**src/rtl/hcf_pkg.sv**
```systemverilog
package hcf_pkg;
  localparam int unsigned DIV_W = 2;

  typedef enum logic [1:0] {
    RATE_X1 = 2'd0,
    RATE_X2 = 2'd1,
    RATE_X4 = 2'd2,
    RATE_X4B = 2'd3
  } rate_e;

  function automatic logic [DIV_W-1:0] win_mask(rate_e r);
    case (r)
      RATE_X1: win_mask = {DIV_W{1'b1}};
      RATE_X2: win_mask = {{(DIV_W-1){1'b0}}, 1'b1};
      default: win_mask = '0;
    endcase
  endfunction
endpackage

```
**src/rtl/hcf_edge_sync.sv**
```systemverilog
module hcf_edge_sync #(
  parameter int unsigned STAGES = 2
) (
  input  logic clk_i,
  input  logic rst_ni,
  input  logic hit_i,
  output logic rise_o,
  output logic fall_o
);
  logic [STAGES-1:0] chain_q;
  logic              last_q;

  for (genvar g = 0; g < STAGES; g++) begin : g_stage
    logic d;
    if (g == 0) begin : g_first
      assign d = hit_i;
    end else begin : g_next
      assign d = chain_q[g-1];
    end
    always_ff @(posedge clk_i or negedge rst_ni) begin
      if (!rst_ni) chain_q[g] <= 1'b0;
      else         chain_q[g] <= d;
    end
  end

  always_ff @(posedge clk_i or negedge rst_ni) begin
    if (!rst_ni) last_q <= 1'b0;
    else         last_q <= chain_q[STAGES-1];
  end

  assign rise_o = chain_q[STAGES-1] & ~last_q;
  assign fall_o = ~chain_q[STAGES-1] & last_q;
endmodule

```
**src/rtl/hcf_win_timer.sv**
```systemverilog
module hcf_win_timer
  import hcf_pkg::*;
(
  input  logic       clk_i,
  input  logic       rst_ni,
  input  logic       tick_i,
  input  logic [1:0] rate_sel_i,
  output logic       win_end_o
);
  logic [DIV_W-1:0] tick_cnt_q;
  logic [DIV_W-1:0] mask;

  assign mask      = win_mask(rate_e'(rate_sel_i));
  assign win_end_o = tick_i & ((tick_cnt_q & mask) == mask);

  always_ff @(posedge clk_i or negedge rst_ni) begin
    if (!rst_ni)     tick_cnt_q <= '0;
    else if (tick_i) tick_cnt_q <= tick_cnt_q + 1'b1;
  end
endmodule

```
**src/rtl/hcf_pair_ctrl.sv**
```systemverilog
module hcf_pair_ctrl #(
  parameter int unsigned COARSE_W = 5,
  parameter int unsigned FINE_W   = 5,
  localparam int unsigned TS_W    = COARSE_W + FINE_W
) (
  input  logic                clk_i,
  input  logic                rst_ni,
  input  logic                rise_i,
  input  logic                fall_i,
  input  logic                win_end_i,
  input  logic                lock_i,
  input  logic [TS_W-1:0]     code_i,
  output logic                cap_lead_o,
  output logic                cap_trail_o,
  output logic                rec_valid_o,
  output logic [TS_W-1:0]     rec_toa_o,
  output logic [COARSE_W-1:0] rec_tot_o,
  output logic                rec_sat_o,
  output logic                rec_pile_o
);
  logic                got_lead_q, got_trail_q, pile_q;
  logic [TS_W-1:0]     toa_q;
  logic [COARSE_W-1:0] trail_crs_q;
  logic [COARSE_W-1:0] width;
  logic                acc_lead, acc_trail;

  // edges in the closing cycle belong to the next window
  assign acc_lead  = rise_i & (~got_lead_q | win_end_i);
  assign acc_trail = fall_i & got_lead_q & ~got_trail_q & ~win_end_i;
  assign width     = trail_crs_q - toa_q[TS_W-1:FINE_W];

  assign cap_lead_o  = acc_lead;
  assign cap_trail_o = acc_trail;

  always_ff @(posedge clk_i or negedge rst_ni) begin
    if (!rst_ni) begin
      got_lead_q  <= 1'b0;
      got_trail_q <= 1'b0;
      pile_q      <= 1'b0;
      toa_q       <= '0;
      trail_crs_q <= '0;
      rec_valid_o <= 1'b0;
      rec_toa_o   <= '0;
      rec_tot_o   <= '0;
      rec_sat_o   <= 1'b0;
      rec_pile_o  <= 1'b0;
    end else if (win_end_i) begin
      rec_valid_o <= got_lead_q & lock_i;
      rec_toa_o   <= toa_q;
      rec_tot_o   <= got_trail_q ? width : '1;
      rec_sat_o   <= ~got_trail_q;
      rec_pile_o  <= pile_q;
      got_lead_q  <= acc_lead;
      got_trail_q <= 1'b0;
      pile_q      <= 1'b0;
      if (acc_lead) toa_q <= code_i;
    end else begin
      rec_valid_o <= 1'b0;
      if (acc_lead) begin
        got_lead_q <= 1'b1;
        toa_q      <= code_i;
      end
      if (acc_trail) begin
        got_trail_q <= 1'b1;
        trail_crs_q <= code_i[TS_W-1:FINE_W];
      end
      if (rise_i & got_lead_q) pile_q <= 1'b1;
    end
  end
endmodule

```
**src/rtl/hit_capture_fe.sv**
```systemverilog
module hit_capture_fe #(
  parameter int unsigned COARSE_W    = 5,
  parameter int unsigned FINE_W      = 5,
  parameter int unsigned SYNC_STAGES = 2,
  localparam int unsigned TS_W       = COARSE_W + FINE_W
) (
  input  logic                clk_i,
  input  logic                rst_ni,
  input  logic                hit_i,
  input  logic                tick_i,
  input  logic [1:0]          rate_sel_i,
  input  logic                lock_i,
  input  logic [TS_W-1:0]     code_i,
  output logic                cap_lead_o,
  output logic                cap_trail_o,
  output logic                rec_valid_o,
  output logic [TS_W-1:0]     rec_toa_o,
  output logic [COARSE_W-1:0] rec_tot_o,
  output logic                rec_sat_o,
  output logic                rec_pile_o
);
  logic rise, fall, win_end;

  hcf_edge_sync #(.STAGES(SYNC_STAGES)) i_sync (
    .clk_i (clk_i),
    .rst_ni(rst_ni),
    .hit_i (hit_i),
    .rise_o(rise),
    .fall_o(fall)
  );

  hcf_win_timer i_timer (
    .clk_i     (clk_i),
    .rst_ni    (rst_ni),
    .tick_i    (tick_i),
    .rate_sel_i(rate_sel_i),
    .win_end_o (win_end)
  );

  hcf_pair_ctrl #(.COARSE_W(COARSE_W), .FINE_W(FINE_W)) i_pair (
    .clk_i      (clk_i),
    .rst_ni     (rst_ni),
    .rise_i     (rise),
    .fall_i     (fall),
    .win_end_i  (win_end),
    .lock_i     (lock_i),
    .code_i     (code_i),
    .cap_lead_o (cap_lead_o),
    .cap_trail_o(cap_trail_o),
    .rec_valid_o(rec_valid_o),
    .rec_toa_o  (rec_toa_o),
    .rec_tot_o  (rec_tot_o),
    .rec_sat_o  (rec_sat_o),
    .rec_pile_o (rec_pile_o)
  );
endmodule

```
**config.mk**
```make
export PLATFORM = sky130hd
export DESIGN_NAME = hit_capture_fe
export DESIGN_NICKNAME = d
export VERILOG_FILES = /design/src/rtl/hcf_pkg.sv /design/src/rtl/hcf_edge_sync.sv /design/src/rtl/hcf_win_timer.sv /design/src/rtl/hcf_pair_ctrl.sv /design/src/rtl/hit_capture_fe.sv
export SDC_FILE = /design/constraint.sdc
export NUM_CORES = 1
export LEC_CHECK = 0
export CORE_MARGIN = 10
export CORE_UTILIZATION = 61
export DETAILED_ROUTE_END_ITERATION = 7
export DONT_BUFFER_PORTS = 1
export GPL_TIMING_DRIVEN = 0
export PLACE_DENSITY = 0.84
export SLEW_MARGIN = 20
export SYNTH_ARGS = -nofsm -noshare
export SYNTH_HDL_FRONTEND = slang
export SYNTH_HIERARCHICAL = 1
export SYNTH_SLANG_ARGS = --single-unit
```
**constraint.sdc**
```tcl
create_clock -name clk_i -period 2.4 [get_ports clk_i]
set_clock_uncertainty 0.1 [all_clocks]
set_input_delay 0.12 -clock clk_i [delete_from_list [all_inputs] [get_ports clk_i]]
set_output_delay 0.12 -clock clk_i [all_outputs]
set_load 0.005 [all_outputs]
```
==> results.cfg <==
[yosys]
yosysTopAreaCellShare = 0.604
avgSynthCellArea_um2 = 13.7
synth_top_family_by_area = multiplexers
synth_cell_types = 28
netlist_top_cells_count = 41 x dfrtp_1, 26 x mux2_2, 8 x inv_1, 8 x nor2_1, 5 x a21oi_1
yosys_register_bits = 41
synth_edf_count = 0
synth_compound_area_frac = 0.0449
synth_xor_area_frac = 0.0206
synth_most_common_cell = dfrtp_1
netlist_area_um2 = 1700
synthAdderAreaFrac = 0.0412
syn_nets = 146
ys_warn_count = 6
synth_area_leaders = dfrtp_1 60%, mux2_2 17%, ha_1 2.9%
synth_top_cell_by_area = dfrtp_1
synth-simple-area-share = 0.0766
yosysSeqAreaShare = 0.604
ys.flop_type = dfrtp_1
ys_async_sr_fraction = 1.00
synthCells = 124
yosys-mux-area-fraction = 0.178

[setup_path]
required_ns = 2.18
worstSetupPathType = register to output pin
worstPathMaxFanout = 10
cpMaxStageDelayCell = dfrtp_1
start_kind = register
cp_slowest_stage_delay_ns = 0.41
arrival_ns = 1.79
cp_cell_sequence = nor3_1 > nor2_1 > buf_6 > nand2b_4 > nand2_1 > buf_2 > inv_1
critPathCaptureType = output pin
cp_top_family = simple AND/OR/NAND/NOR gates
path_buf_inv = 3

[layout]
drive_gt1_frac = 0.272
synthToLayoutAreaGrowth_pct = 14.7
fillers = 198
seq_area_um2 = 1030
multiInputGateArea_um2 = 614
fin_area_um2 = 1950
layout.nets = 168
stdcell_count = 178
antenna_cells = 0
fin_util = 0.719

[power]
p_per_area_nw_per_um2 = 1090
p_leak_uw = 0.000870
ir_drop_mv = 0.886

[die]
std_cell_rows = 19
initial_core_util = 0.627
die_x_um = 72.8
core_area_um2 = 2710
die_area_um2 = 5300
io-pin-count = 37
die_h_um = 72.8

[place]
placed_cell_area_um2 = 1740
place_congestion = 0.762
post-place-cells = 155
dp.final_hpwl_um = 2230
io_buffer_count = 0

[clock_network]
ctsHoldBuffers = 15
postCtsResizedCells = 0
cts.path.max_buffers = 2
clock_latency_ns = 0.34
cts_htree_levels = 2
cts_buffers = 5
cts_tree = yes
clk_pin_slew_worst_paths_ns = 0.11
cts_root_buf = clkbuf_4
post_cts_buffers = 0
cts.sinks = 41

[timing]
setup-tns-final_ns = 0
max_slew_margin = 0.738
tightest_slew_ns = 0.392
fmax_ghz = 0.497
period_minus_slack_ns = 2.01
final-hold-violation-count = 0
finalMaxSlewViolations = 0
layout_worst_path_cycle_share = 0.839
setup-violations-final = 0
rsz0062_at_grt = no

[status]
status = finished clean

[grt]
first_global_vias = 1082
grt_usage = 0.126
grt_first_pass_wirelength_um = 5130
grt_start_max_net_pins = 42
antenna_found_initial = 0
gr-total-overflow = 0

[routing]
wl_per_cell_um = 17.4
vias = 1001
first_iter_violations = 67
dr.pass1.iters = 4
postRouteAntennaNets = 0
viasPerCell = 5.62
wl_um = 3110
drt_drc_violations_left = 0

[flow_run]
maxCapViolCount = 0

[hold_path]
hp-class = primary input to async pin
==> cells by family after synthesis <==
| group | Yosys count |
|---|---|
| DFF | 41 |
| adders and majority gates | 5 |
| xor gates and xnor gates | 4 |
| buffers and inverters | 13 |
| and+or+nand+nor | 22 |
| muxes | 27 |
| AOI/OAI and AO/OA | 12 |
==> flip-flops by register name, summed over array words and instances, names as in the netlist, 2 cells and up <==
register	flops
i_pair/trail_crs_q	5
i_pair/toa_q	10
i_pair/rec_tot_o	5
i_timer/tick_cnt_q	2
i_pair/rec_toa_o	10
==> stage by stage <==
step	power, uW	hold WS [ns]	setup slack [ns]
floorplan	1630	-0.276	0.646
finish	2120	0.125	0.387
CTS	2150	0.109	0.369
global placement	1750	-0.274	0.509
global route	2290	0.139	0.260
detailed placement	1800	-0.274	0.467
==> placed cells by master, fill, tap and decap left out, drive strengths merged <==
cell type and n:
and3 1, inv 8, a21oi 5, clkinv 2
nand2b 2, o21ai 1, fa 1, and2b 1
dfrtp 41, a211oi 1, ha 4, a311oi 2
nand3 2, dlygate4sd3 14, mux2i 1, buf 4
o22a 1, nand3b 1, xor2 3, clkbuf 8
nand2 3, mux2 26, nor2 8, a31oi 2
nor3 1, nor3b 1, xnor2 1, nor2b 2
==> layout make-up <==
cell class | count | area share
Buffer | 5 | 0.0148
Clock buffer | 6 | 0.0212
Clock inverter | 2 | 0.00513
Inverter | 8 | 0.0154
Multi-Input combinational cell | 70 | 0.315
Sequential cell | 41 | 0.526
Tap cell | 31 | 0.0199
Timing Repair Buffer | 15 | 0.0822
==> path summary, 6_finish.rpt <==
path                                                    from                                end  slack [ns]  cells past startpoint
setup / recovery           i_timer/tick_cnt_q[1]$_DFFE_PN0P_                         cap_lead_o        0.39                      7
hold / removal                                        rst_ni  i_timer/tick_cnt_q[0]$_DFFE_PN0P_        0.12                      2
setup reg to reg           i_timer/tick_cnt_q[1]$_DFFE_PN0P_  i_pair/trail_crs_q[1]$_DFFE_PN0P_        0.46                      6
hold reg to reg                i_sync/g_stage[1].d$_DFF_PN0_        i_sync/chain_q[1]$_DFF_PN0_        0.27                      0
max in group asynchronous                             rst_ni        i_pair/toa_q[7]$_DFFE_PN0P_        1.89                      2
min in group clk_i                             rate_sel_i[0]    i_pair/rec_toa_o[9]$_DFFE_PN0P_        0.13                      4
==> report_power, final <==
| group | switching (uW) | internal (uW) |
|---|---|---|
| combinational | 293 | 346 |
| clock | 206 | 112 |
| sequential | 203 | 962 |
| total | 702 | 1420 |
==> layer usage <==
layer / vias up / track usage / part of all wire / routed length (um)
li1: 464 / - / - / -
met3: 5 / 0.0585 / 0.090 / 280
met2: 37 / 0.215 / 0.53 / 1650
met4: 0 / 0.0527 / 0.016 / 50
met1: 495 / 0.129 / 0.36 / 1130
met5: - / 0 / 0 / 0
No activity file was read; power rests on OpenSTA's default activity.
